--- config.mk ---
export PLATFORM = sky130hd
export DESIGN_NAME = onew_crc_top
export DESIGN_NICKNAME = d
export VERILOG_FILES = /design/src/rtl/onew_crc_pkg.sv /design/src/rtl/onew_crc_engine.sv /design/src/rtl/onew_bit_ctr.sv /design/src/rtl/onew_crc_top.sv
export SDC_FILE = /design/constraint.sdc
export NUM_CORES = 1
export LEC_CHECK = 0
export BUFFER_PORTS_ARGS = -buffer_cell sky130_fd_sc_hd__clkbuf_2
export CAP_MARGIN = 20
export CORE_ASPECT_RATIO = 1.25
export CORE_MARGIN = 1
export CORE_UTILIZATION = 45
export CTS_CLUSTER_DIAMETER = 30
export DETAILED_ROUTE_END_ITERATION = 8
export GPL_TIMING_DRIVEN = 0
export PLACE_DENSITY_LB_ADDON = 0.08
export SLEW_MARGIN = 20
export SYNTH_ARGS = -nofsm -noshare
export SYNTH_HDL_FRONTEND = slang
export SYNTH_SLANG_ARGS = --single-unit
--- constraint.sdc ---
create_clock -name clk -period 1.6 [get_ports clk]
set_input_delay 0.08 -clock clk [delete_from_list [all_inputs] [get_ports clk]]
set_output_delay 0.08 -clock clk [all_outputs]
set_load 0.005 [all_outputs]
--- src/rtl/onew_crc_pkg.sv ---
package onew_crc_pkg;
    localparam int unsigned CRC_W      = 8;
    localparam logic [7:0]  POLY_REFL  = 8'h8C;
    localparam int unsigned FRAME_BITS = 64;

    typedef enum logic [1:0] {
        S_EMPTY = 2'd0,
        S_ACCUM = 2'd1,
        S_FULL  = 2'd2
    } frame_state_e;
endpackage

--- src/rtl/onew_crc_engine.sv ---
module onew_crc_engine #(
    parameter int unsigned          W    = 8,
    parameter logic [W-1:0]         POLY = 8'h8C
) (
    input  logic         clk,
    input  logic         rst_n,
    input  logic         clr,
    input  logic         shift_en,
    input  logic         din,
    output logic [W-1:0] crc
);
    logic         fb;
    logic [W-1:0] crc_nxt;

    assign fb = crc[0] ^ din;

    // Right shift with reflected polynomial taps.
    genvar gi;
    generate
        for (gi = 0; gi < W - 1; gi++) begin : g_tap
            assign crc_nxt[gi] = crc[gi+1] ^ (fb & POLY[gi]);
        end
    endgenerate
    assign crc_nxt[W-1] = fb & POLY[W-1];

    always_ff @(posedge clk or negedge rst_n) begin
        if (!rst_n)        crc <= '0;
        else if (clr)      crc <= '0;
        else if (shift_en) crc <= crc_nxt;
    end
endmodule

--- src/rtl/onew_bit_ctr.sv ---
module onew_bit_ctr #(
    parameter int unsigned FRAME_BITS = 64
) (
    input  logic clk,
    input  logic rst_n,
    input  logic clr,
    input  logic inc,
    output logic last_bit
);
    localparam int unsigned CW = $clog2(FRAME_BITS + 1);
    localparam logic [CW-1:0] LAST_IDX = CW'(FRAME_BITS - 1);

    logic [CW-1:0] cnt;

    assign last_bit = (cnt == LAST_IDX);

    always_ff @(posedge clk or negedge rst_n) begin
        if (!rst_n)   cnt <= '0;
        else if (clr) cnt <= '0;
        else if (inc) cnt <= cnt + 1'b1;
    end
endmodule

--- src/rtl/onew_crc_top.sv ---
module onew_crc_top
    import onew_crc_pkg::*;
#(
    parameter int unsigned          W          = CRC_W,
    parameter logic [W-1:0]         POLY       = POLY_REFL,
    parameter int unsigned          NBITS      = FRAME_BITS
) (
    input  logic         clk,
    input  logic         rst_n,
    input  logic         clr,
    input  logic         bit_vld,
    input  logic         bit_in,
    output logic [W-1:0] crc_out,
    output logic         done,
    output logic         crc_ok
);
    frame_state_e st_q, st_d;
    logic         accept;
    logic         last_bit;

    assign accept = bit_vld && !clr && (st_q != S_FULL);

    onew_crc_engine #(.W(W), .POLY(POLY)) u_engine (
        .clk      (clk),
        .rst_n    (rst_n),
        .clr      (clr),
        .shift_en (accept),
        .din      (bit_in),
        .crc      (crc_out)
    );

    onew_bit_ctr #(.FRAME_BITS(NBITS)) u_ctr (
        .clk      (clk),
        .rst_n    (rst_n),
        .clr      (clr),
        .inc      (accept),
        .last_bit (last_bit)
    );

    always_ff @(posedge clk or negedge rst_n) begin
        if (!rst_n) st_q <= S_EMPTY;
        else        st_q <= st_d;
    end

    always_comb begin
        st_d = st_q;
        unique case (st_q)
            S_EMPTY: if (accept) st_d = last_bit ? S_FULL : S_ACCUM;
            S_ACCUM: if (accept && last_bit) st_d = S_FULL;
            S_FULL:  st_d = S_FULL;
            default: st_d = S_EMPTY;
        endcase
        if (clr) st_d = S_EMPTY;
    end

    always_comb begin
        done   = (st_q == S_FULL);
        crc_ok = done && (crc_out == '0);
    end
endmodule

==> results.md <==
Setup path:
- STA classifies the critical path startpoint as a flop.
- The length in cells of the worst reg-to-reg path is 7.
- In this run the register-to-register setup slack is 0.14 ns.
- The count of cell instances traversed by the critical path is 4.
- Data on the critical path is required at its endpoint by 1.52 ns.
- The critical path capture point type is a primary output.
- Together, buffers and inverters on the worst path number 1.
- The kind of cell with the highest combined delay along the critical path is simple AND/OR/NAND/NOR gates.
- The peak fanout along the critical path is 4.
- Walking the worst path, the cells encountered are nor4_2, nand3b_1, nor4_2, buf_2.
- The worst-path cell with the longest stage delay is sky130_fd_sc_hd__dfrtp_2.
- The startpoint of the worst setup timing path is u_engine.crc[0]$_DFFE_PN0P_.
- Among the stages of the critical path, the cell type that occurs most often is sky130_fd_sc_hd__nor4_2.
- The worst register-to-register path begins at st_q[0]$_DFFE_PN0P_.
- STA puts the critical path data arrival time at 1.44 ns.
- The most critical setup path has its endpoint at crc_ok.
- The critical setup path kind is flop to primary output.
- In this run the critical register-to-register path is captured at st_q[0]$_DFFE_PN0P_.
- The largest single stage delay on the critical path is between 0.4 and 0.5 ns.

Synthesis:
- Sorting the synthesized cells by how often they occur yields sky130_fd_sc_hd__nand2_1 (19), sky130_fd_sc_hd__dfrtp_1 (17), sky130_fd_sc_hd__a21oi_1 (11).
- The netlist uses 26 different library cells.
- The netlist area before placement is slightly above 900 um2.
- Counting flops and latches in the post-synthesis netlist gives 17.
- When the netlist entered floorplanning its net count stood at 106.
- The biggest area contributor in the post-synthesis netlist is sky130_fd_sc_hd__dfrtp_1.
- The most common cell in the synthesized netlist is sky130_fd_sc_hd__nand2_1.
- The most used flip-flop cell after synthesis is sky130_fd_sc_hd__dfrtp_1.
- The synthesized instance count is 96.
- For this run, the number of Yosys warnings is 0.
- The share of flip-flops with an asynchronous set or reset is 1.00.
- The average instance area after synthesis is 9.63 um2.
- The number of enable-type register cells in the synthesized netlist is 0.
- The proportion of netlist area held by the largest area contributor is 0.460.
- Of the synthesized area, sequential elements account for 0.460.
- After synthesis, the cell types taking the most area are sky130_fd_sc_hd__dfrtp_1 (46%), sky130_fd_sc_hd__nand2_1 (7.7%), sky130_fd_sc_hd__ha_1 (6.8%).

CTS:
- The number of clock buffers added by TritonCTS is 3.
- The clock latency reported for the late side of the worst-skew pair is 0.30 ns.
- The clock tree from TritonCTS is built.
- The deepest clock path buffer count is 2.
- The clock-pin slew on the worst setup and hold paths is ~0.10 ns.
- CTS built an H-tree with a depth of 1.
- The clock root buffer master is sky130_fd_sc_hd__clkbuf_4.
- The number of clock sinks is 17.

Placement:
- During placement, the flow inserted port buffers numbering 13.
- The congestion estimate from routability-driven global placement came to just under 0.8.
- The HPWL reported at the end of detailed placement is 1310 um.

Drt:
- The final routed DRC violation total is 0.
- The routed wire length is 1850 um.
- The count of nets left with antenna violations once routing finished came out at 0.
- The number of DRC markers in iteration 0 is 2.
- In the final routed layout, each cell accounts on average for 13.5 um.
- The total vias in the final route is roughly 740.
- Dividing the detail-routed via count by the number of cells gives around 5.4.
- The number of search-and-repair iterations in the first detailed-routing pass is 4.

Finish:
- The fraction of layout cells with a size suffix above 1 is 0.274.
- In the final layout, the multi-input gates occupy 488 um2.
- Fill cells in the final layout number 192.
- The final layout contains 128 nets.
- 0 antenna diodes ended up in the layout.
- The area growth from synthesis to layout is 19.1%.
- In the final layout, flip-flops and latches occupy 427 um2.

Die:
- The area of the die is 2240 um2.
- The site row count is 18.
- The die span in x is 42.5 um.
- 15 I/O pins were placed.
- The die is 52.7 um tall.
- For this configuration, the core starts out at a cell density of 0.472.
- The floorplan core area is 1960 um2.

STA:
- The aggregate negative setup slack is 0 ns.
- The count of final hold-check violations is 0.
- The transition time at the pin with the least slew margin is around 0.45 ns.
- Derived from the worst setup path, the maximum achievable clock frequency is 658 MHz.
- The period utilization is 0.950.
- The clock tree skew after final layout is 0.00115 ns.
- Headroom to the max-slew limit came out at 0.699.
- Setup repair after global routing could not meet its margin everywhere.
- The final-report max-slew violation count is 0.
- Setup violations remaining at the end of the flow were counted as 0.
- For the finished layout, the period the worst path requires is 1.52 ns.
- On the final layout, the worst hold slack is roughly 0.072 ns.

Hold path:
- The class of the tightest hold or removal check is input pin to flop.

Power:
- The design draws 1.26 mW.
- For this design the static power due to leakage is 0.537 nW.
- Power spread over the standard cell area amounts to 1150 nW/um2.
- The worst voltage drop across the vdd grid is 0.633 mV.

GRT:
- The via count of the first global-routing pass is 699.
- Entering global routing, the biggest net connects 18 pins.
- The first global-routing pass estimated 3020 um of wire.
- Global routing finished with a remaining overflow of 0.
- The overall fraction of global-route tracks in use is 0.185.
- The initial antenna violation count is 0.

Job:
- The max-cap check violation count is 0.

Run status:
- The run finished with clean final reports.
## how the worst min path moves through the flow
stage               slack, ns  cells after the start                          end  start
floorplan               -0.22                      0          st_q[0]$_DFFE_PN0P_  rst_n
global placement         0.04                      1     u_ctr.cnt[6]$_DFFE_PN0P_  rst_n
detailed placement       0.04                      1     u_ctr.cnt[6]$_DFFE_PN0P_  rst_n
CTS                      0.07                      2  u_engine.crc[1]$_DFFE_PN0P_    clr
global route             0.09                      2  u_engine.crc[0]$_DFFE_PN0P_    clr
finish                   0.07                      2  u_engine.crc[0]$_DFFE_PN0P_    clr
## per-layer routing
| metal | global-route usage | up-vias | share of wire |
|---|---|---|---|
| li1 | - | 363 | - |
| met1 | 0.210 | 360 | 0.42 |
| met2 | 0.331 | 10 | 0.54 |
| met3 | 0.0207 | 4 | 0.023 |
| met4 | 0.109 | 0 | 0.017 |
| met5 | 0 | - | 0 |
## worst reg2reg max path: stages (launching register included)
cell and delay (ns):
sky130_fd_sc_hd__dfrtp_1 0.37, sky130_fd_sc_hd__inv_1 0.08, sky130_fd_sc_hd__ha_4 0.18, sky130_fd_sc_hd__nand2b_1 0.19
sky130_fd_sc_hd__buf_6 0.16, sky130_fd_sc_hd__nor2_1 0.10, sky130_fd_sc_hd__nor2_1 0.07, sky130_fd_sc_hd__nor4b_4 0.23
## cells in the final DEF (no fill, tap or decap), drive strengths merged, types with 2 or more instances in the layout
master	netlist	routed
a21oi	11	11
buf	4	8
clkbuf	0	15
dfrtp	17	17
ha	5	5
inv	3	3
nand2	19	19
nand2b	2	2
nand3b	2	2
nand4	2	2
nor2	10	10
nor3	4	4
nor4	2	2
o21ai	2	2
or3	2	2
xnor2	2	2
xor2	5	5
## sequential cells by signal (all words and copies together), names as in the netlist
name and cells:
st_q 2, u_ctr.cnt 7, u_engine.crc 8
## per-stage QoR
step	instance area, um2	instances	setup WS (ns)	util
after global routing	1100	137	-0.0235	0.562
after global placement	1010	129	0.0294	0.518
after detailed placement	1010	129	0.00772	0.518
final	1100	137	0.0795	0.562
after floorplan	925	96	0.148	-
after CTS	1060	135	0.00114	0.541
## kinds of logic after synthesis
| kind of cell | Yosys count | synth area share |
|---|---|---|
| simple gates | 45 | 0.269 |
| flops | 17 | 0.460 |
| xor+xnor | 7 | 0.0744 |
| compound gates | 15 | 0.0893 |
| fa+ha+maj | 5 | 0.0677 |
| buf+inv | 7 | 0.0392 |
## cell type report
type / count / share of cell area
timing repair buffer: 17 / 0.0886
clock buffer: 3 / 0.0205
tap: 20 / 0.0227
buffer: 4 / 0.0227
clock inverter: 1 / 0.00455
sequential: 17 / 0.387
inverter: 3 / 0.0102
multi-input combinational: 72 / 0.443
## timing repair
action | 4_1_cts | 5_1_grt
hold buffers | 1 | 0
setup buffers | 1 | 2
pin swaps | 0 | 0
setup endpoints to repair | 2 | 6
gates cloned | 0 | 0
hold endpoints to repair | 17 | 0
gates resized for setup | 0 | 6
## where the power goes
group	internal (mW)	total (mW)	switching, mW
logic	0.220	0.479	0.259
registers	0.486	0.545	0.0596
clock network	0.0932	0.240	0.147
total	0.799	1.26	0.466
Note: power is estimated with default switching activity, not from simulation.
